File: src/rtl/dao_pkg.sv
package dao_pkg;
  localparam int unsigned BUS_AW    = 16;
  localparam int unsigned BUS_DW    = 8;
  localparam int unsigned A_PINS    = 13;
  localparam int unsigned BA_PINS   = 2;
  localparam int unsigned LO_BITS   = BUS_DW;
  localparam int unsigned HI_ABITS  = A_PINS - LO_BITS;
  localparam int unsigned EN_BIT    = BUS_DW - 1;
  localparam int unsigned BA_LSB    = HI_ABITS;

  typedef struct packed {
    logic hit;
    logic upper;
  } win_hit_t;

  // Window hit: base must be even, the pair occupies base and base+1.
  function automatic win_hit_t f_win(input logic [BUS_AW-1:0] addr,
                                     input logic [BUS_AW-1:0] base);
    win_hit_t r;
    r.hit   = (addr[BUS_AW-1:1] == base[BUS_AW-1:1]);
    r.upper = addr[0];
    return r;
  endfunction

  function automatic logic [A_PINS-1:0] f_addr_bus(input logic [BUS_DW-1:0] lo,
                                                   input logic [BUS_DW-1:0] hi);
    return {hi[HI_ABITS-1:0], lo};
  endfunction

  function automatic logic [BA_PINS-1:0] f_bank_bus(input logic [BUS_DW-1:0] hi);
    return hi[BA_LSB +: BA_PINS];
  endfunction
endpackage

File: src/rtl/dao_win_decode.sv
module dao_win_decode
  import dao_pkg::*;
#(
  parameter logic [BUS_AW-1:0] SER_BASE = 16'h0080,
  parameter logic [BUS_AW-1:0] IO_BASE  = 16'hAC10
) (
  input  logic              sel_i,
  input  logic [BUS_AW-1:0] addr_i,
  input  logic              we_i,
  output logic              hit_o,
  output logic              upper_o,
  output logic              wr_lo_o,
  output logic              wr_hi_o
);
  win_hit_t ser_w, io_w, pick;

  always_comb begin
    ser_w = f_win(addr_i, SER_BASE);
    io_w  = f_win(addr_i, IO_BASE);
    pick  = sel_i ? io_w : ser_w;
  end

  assign hit_o   = pick.hit;
  assign upper_o = pick.upper;
  assign wr_lo_o = we_i & pick.hit & ~pick.upper;
  assign wr_hi_o = we_i & pick.hit &  pick.upper;
endmodule

File: src/rtl/dao_ctrl_regs.sv
module dao_ctrl_regs
  import dao_pkg::*;
(
  input  logic              clk,
  input  logic              rst_n,
  input  logic              wr_lo_i,
  input  logic              wr_hi_i,
  input  logic [BUS_DW-1:0] wdata_i,
  input  logic              hit_i,
  input  logic              upper_i,
  output logic [BUS_DW-1:0] lo_q,
  output logic [BUS_DW-1:0] hi_q,
  output logic [BUS_DW-1:0] rdata_o
);
  always_ff @(posedge clk or negedge rst_n) begin
    if (!rst_n) begin
      lo_q <= '0;
      hi_q <= '0;
    end else begin
      if (wr_lo_i) lo_q <= wdata_i;
      if (wr_hi_i) hi_q <= wdata_i;
    end
  end

  always_comb begin
    rdata_o = '0;
    if (hit_i) rdata_o = upper_i ? hi_q : lo_q;
  end

  // a captured write lands in storage on the next edge
  p_lo_capture_r8: assert property (@(posedge clk) disable iff (!rst_n)
    wr_lo_i |=> lo_q == $past(wdata_i));
  p_hi_capture_r8: assert property (@(posedge clk) disable iff (!rst_n)
    wr_hi_i |=> hi_q == $past(wdata_i));
  // storage holds when no decoded write arrives
  p_lo_hold_r9: assert property (@(posedge clk) disable iff (!rst_n)
    !wr_lo_i |=> $stable(lo_q));
  p_hi_hold_r9: assert property (@(posedge clk) disable iff (!rst_n)
    !wr_hi_i |=> $stable(hi_q));
endmodule

File: src/rtl/dao_pad_ctrl.sv
module dao_pad_ctrl
  import dao_pkg::*;
(
  input  logic [BUS_DW-1:0]  lo_i,
  input  logic [BUS_DW-1:0]  hi_i,
  output logic [A_PINS-1:0]  a_o,
  output logic [BA_PINS-1:0] ba_o,
  output logic               oe_o,
  output logic               sw_close_o
);
  logic drive_en;

  assign drive_en   = hi_i[EN_BIT];
  assign a_o        = f_addr_bus(lo_i, hi_i);
  assign ba_o       = f_bank_bus(hi_i);
  // Both controls come from one stored bit: they always switch on the same edge.
  assign oe_o       = drive_en;
  assign sw_close_o = ~drive_en;
endmodule

File: src/rtl/dram_addr_override.sv
module dram_addr_override
  import dao_pkg::*;
#(
  parameter logic [BUS_AW-1:0] SER_BASE = 16'h0080,
  parameter logic [BUS_AW-1:0] IO_BASE  = 16'hAC10
) (
  input  logic               clk,
  input  logic               rst_n,
  input  logic               bus_sel_i,
  input  logic [BUS_AW-1:0]  bus_addr_i,
  input  logic               bus_we_i,
  input  logic [BUS_DW-1:0]  bus_wdata_i,
  output logic [BUS_DW-1:0]  bus_rdata_o,
  output logic [A_PINS-1:0]  dram_a_o,
  output logic [BA_PINS-1:0] dram_ba_o,
  output logic               pad_oe_o,
  output logic               sw_close_o
);
  logic              dec_hit, dec_upper, wr_lo, wr_hi;
  logic [BUS_DW-1:0] lo_q, hi_q;

  dao_win_decode #(.SER_BASE(SER_BASE), .IO_BASE(IO_BASE)) u_dec (
    .sel_i(bus_sel_i), .addr_i(bus_addr_i), .we_i(bus_we_i),
    .hit_o(dec_hit), .upper_o(dec_upper), .wr_lo_o(wr_lo), .wr_hi_o(wr_hi)
  );

  dao_ctrl_regs u_regs (
    .clk(clk), .rst_n(rst_n), .wr_lo_i(wr_lo), .wr_hi_i(wr_hi),
    .wdata_i(bus_wdata_i), .hit_i(dec_hit), .upper_i(dec_upper),
    .lo_q(lo_q), .hi_q(hi_q), .rdata_o(bus_rdata_o)
  );

  dao_pad_ctrl u_pad (
    .lo_i(lo_q), .hi_i(hi_q), .a_o(dram_a_o), .ba_o(dram_ba_o),
    .oe_o(pad_oe_o), .sw_close_o(sw_close_o)
  );

  // low-register write reaches A[7:0] on the next edge
  p_low_pins_r4: assert property (@(posedge clk) disable iff (!rst_n)
    wr_lo |=> dram_a_o[LO_BITS-1:0] == $past(bus_wdata_i));
  // enabling drive opens the pads and the switch together
  p_drive_on_r6: assert property (@(posedge clk) disable iff (!rst_n)
    (wr_hi && bus_wdata_i[EN_BIT]) |=> (pad_oe_o && !sw_close_o));
  // disabling drive releases the pads and closes the switch
  p_drive_off_r7: assert property (@(posedge clk) disable iff (!rst_n)
    (wr_hi && !bus_wdata_i[EN_BIT]) |=> (!pad_oe_o && sw_close_o));
  // bank pins follow bits 6:5 of the high write
  p_bank_pins_r5: assert property (@(posedge clk) disable iff (!rst_n)
    wr_hi |=> dram_ba_o == $past(bus_wdata_i[BA_LSB +: BA_PINS]));
endmodule

File: config.mk
export PLATFORM = sky130hd
export DESIGN_NAME = dram_addr_override
export DESIGN_NICKNAME = d
export VERILOG_FILES = /design/src/rtl/dao_pkg.sv /design/src/rtl/dao_win_decode.sv /design/src/rtl/dao_ctrl_regs.sv /design/src/rtl/dao_pad_ctrl.sv /design/src/rtl/dram_addr_override.sv
export SDC_FILE = /design/constraint.sdc
export NUM_CORES = 1
export LEC_CHECK = 0
export BUFFER_PORTS_ARGS = -buffer_cell sky130_fd_sc_hd__buf_4
export CORE_MARGIN = 1.5
export CORE_UTILIZATION = 50
export CTS_BUF_LIST = sky130_fd_sc_hd__clkbuf_8
export CTS_CLUSTER_DIAMETER = 30
export CTS_CLUSTER_SIZE = 28
export DETAILED_ROUTE_END_ITERATION = 7
export GPL_ROUTABILITY_DRIVEN = 0
export GPL_TIMING_DRIVEN = 0
export PLACE_DENSITY_LB_ADDON = 0.08
export SYNTH_ARGS = -nofsm -noshare
export SYNTH_HDL_FRONTEND = slang
export SYNTH_HIERARCHICAL = 1
export SYNTH_SLANG_ARGS = --single-unit
File: constraint.sdc
create_clock -name clk -period 3 [get_ports clk]
set_clock_uncertainty 0.05 [all_clocks]
set_input_delay 0.6 -clock clk [delete_from_list [all_inputs] [get_ports clk]]
set_output_delay 0.6 -clock clk [all_outputs]
set_load 0.05 [all_outputs]
==> metrics.cfg <==
[detailed_routing]
routedWlPerCell_um=12.5
antenna_left=0
drc_errors=0
drt_iter0_markers=2
viasPerCell=4.77
firstDrtPassIters=2
routed-via-count=797
wl_um=2080

[critical_path]
critical_path_buf_inv_count=2
critPathRequiredTime_ns=2.35
worstSetupEndpointType=output port
crit_arrival_ns=1.94
max_stage_delay_ns=0.34
path_class=in -> out
worstPathCellList=buf_4, nor4_1, nand3_1, a21oi_2, nor2b_1, buf_4
crit_slowest_cell=a21oi_2
crit_family=simple AND/OR/NAND/NOR gates
worstPathMaxFanout=8
start_kind=primary input
cp_common_cell=buf_4

[grt]
use_met1=0.236
grtUsageMet2=0.354
globalRouteOverflowTotal=0
antenna_found_initial=0
grt_pass1_vias=843
grt_pass1_wl_um=3560
grt_max_degree=17
top_usage_layer=met2
use_met3=0.0216
grt_use_total=0.196

[clock_tree]
tritoncts.num_buffers=3
clock_latency_ns=0.24
cts.repair.resized=0
cts.clk_slew.worst_paths_ns=0.06
cts_tree=built
clock-sinks=16
cts_hold_buf=0
htreeDepth=1
cts_setup_buffers=0
max-clock-path-buffers=2
root_buffer=clkbuf_8

[hold_path]
hold_path_class=in -> async

[timing]
hold_viol=0
final_max_slew_viol_count=0
fmax_ghz=0.387
worst_slew_margin_rel=0.781
rsz0062_at_grt=false
max_slew.worst_pin.slew_ns=0.325
setup_viol=0
period_needed_ns=2.59
tns_ns=0
period_share=0.862

[power_and_ir_drop]
intPower_mw=0.333
power_frac_seq=0.521
leakagePower_nw=0.779
pwr-share-clk=0.368
ir_drop_uv=235
switching_share=0.197
combinationalPowerShare=0.111
p_sw_mw=0.0817
p_per_area_mw_per_mm2=277

[run_status]
status=finished clean

[floorplanning]
placement_rows=16
io_pins=53
initial_core_util=0.530
coreArea_mm2=0.00194
die_area_mm2=0.00234
die_h_um=48.4
die_x_um=48.4

[finish]
fin_nets=170
finalInstanceArea_mm2=0.00150
num_antenna_cells=0
fin_cells=167
layout-drive-gt1-share=0.664
synthToLayoutAreaGrowth_pct=45.6

[synth]
synth_top_cell_area_share=0.389
ys.warnings.count=6
synth_top_area_cell=dfrtp_1
yosysSeqAreaShare=0.389
synth_edf_count=0
ys_types=17
synth_seq_cells=16
netlist_instances=85
yosys_most_used_dff=dfrtp_1
synth_area_mm2=0.00103
syn_nets=113
avgSynthCellArea_um2=12.1
yosys-top-cells-area=dfrtp_1 (39%), mux2_4 (23%), buf_4 (12%)
async_flop_share=1.00
yosys-top-cells-count=buf_4 (17), dfrtp_1 (16), mux2_4 (16)
synth.most_common_cell=buf_4

[placed_design]
portBuffers=52
dp_hpwl_um=1660
dp_cells=164
place_area_mm2=0.00145

[job]
max-cap-violations=0

-- metrics by stage --
stage | total power, mW | setup slack, ns | utilization | hold WS (ns)
3_3_place_gp | 0.264 | 0.261 | 0.748 | 0.414
4_1_cts | 0.420 | 0.249 | 0.769 | 0.155
6_report | 0.415 | 0.413 | 0.771 | 0.156
3_5_place_dp | 0.266 | 0.236 | 0.748 | 0.417
5_1_grt | 0.430 | 0.215 | 0.771 | 0.165
2_1_floorplan | 0.230 | 0.297 | - | 0.254
-- power by group through the flow --
stage	combinational (mW)	clock (mW)	sequential [mW]
final	0.0460	0.153	0.216
after global routing	0.0504	0.164	0.216
after CTS	0.0465	0.158	0.216
after detailed placement	0.0465	0	0.220
after global placement	0.0443	0	0.220
after floorplan	0.0105	0	0.220
-- kinds of logic after synthesis --
group,share of synthesized area
mux,0.311
simple gates,0.119
buf+inv,0.161
compound gates,0.0195
flops,0.389
-- cell type report --
cell class                 count  area, um2
fill                         148        444
multi-input combinational     48        467
inverter                       1       3.75
tap                           27       33.8
clock buffer                   3       41.3
buffer                        20        161
sequential                    16        400
timing repair buffer          52        390
-- layer usage --
metal | vias to the layer above | routed length [um]
met5 | - | 0
met4 | 0 | 12
met3 | 2 | 109
met2 | 30 | 1120
met1 | 373 | 841
li1 | 392 | -
-- flip-flops by register name, summed over array words and instances, names as in the netlist --
signal / flops
u_regs/hi_q: 8
u_regs/lo_q: 8
-- cell usage in the layout (no fill, tap or decap) --
cell type,count
inv_1,1
or3_4,1
nand4_1,1
nor2_1,2
nand3_1,3
clkbuf_8,3
nor4_1,2
buf_6,3
mux2_4,16
a21oi_2,1
dfrtp_1,16
buf_4,69
nor2b_1,8
mux2i_1,8
nand2_1,2
a211oi_1,2
nor3_1,1
nand3b_1,1
-- worst paths after layout --
path | from | end | slack, ns | cells after the start
min | rst_n | u_regs/lo_q[7] | 0.16 | 1
max | bus_addr_i[11] | bus_rdata_o[0] | 0.41 | 6
min reg2reg | u_regs/hi_q[5] | u_regs/hi_q[5] | 0.49 | 1
max reg2reg | u_regs/lo_q[0] | u_regs/lo_q[0] | 2.16 | 1
max in group asynchronous | rst_n | u_regs/lo_q[5] | 2.57 | 1
min in group clk | u_regs/hi_q[5] | u_regs/hi_q[5] | 0.49 | 1
Note: power is estimated with default switching activity, not from simulation.
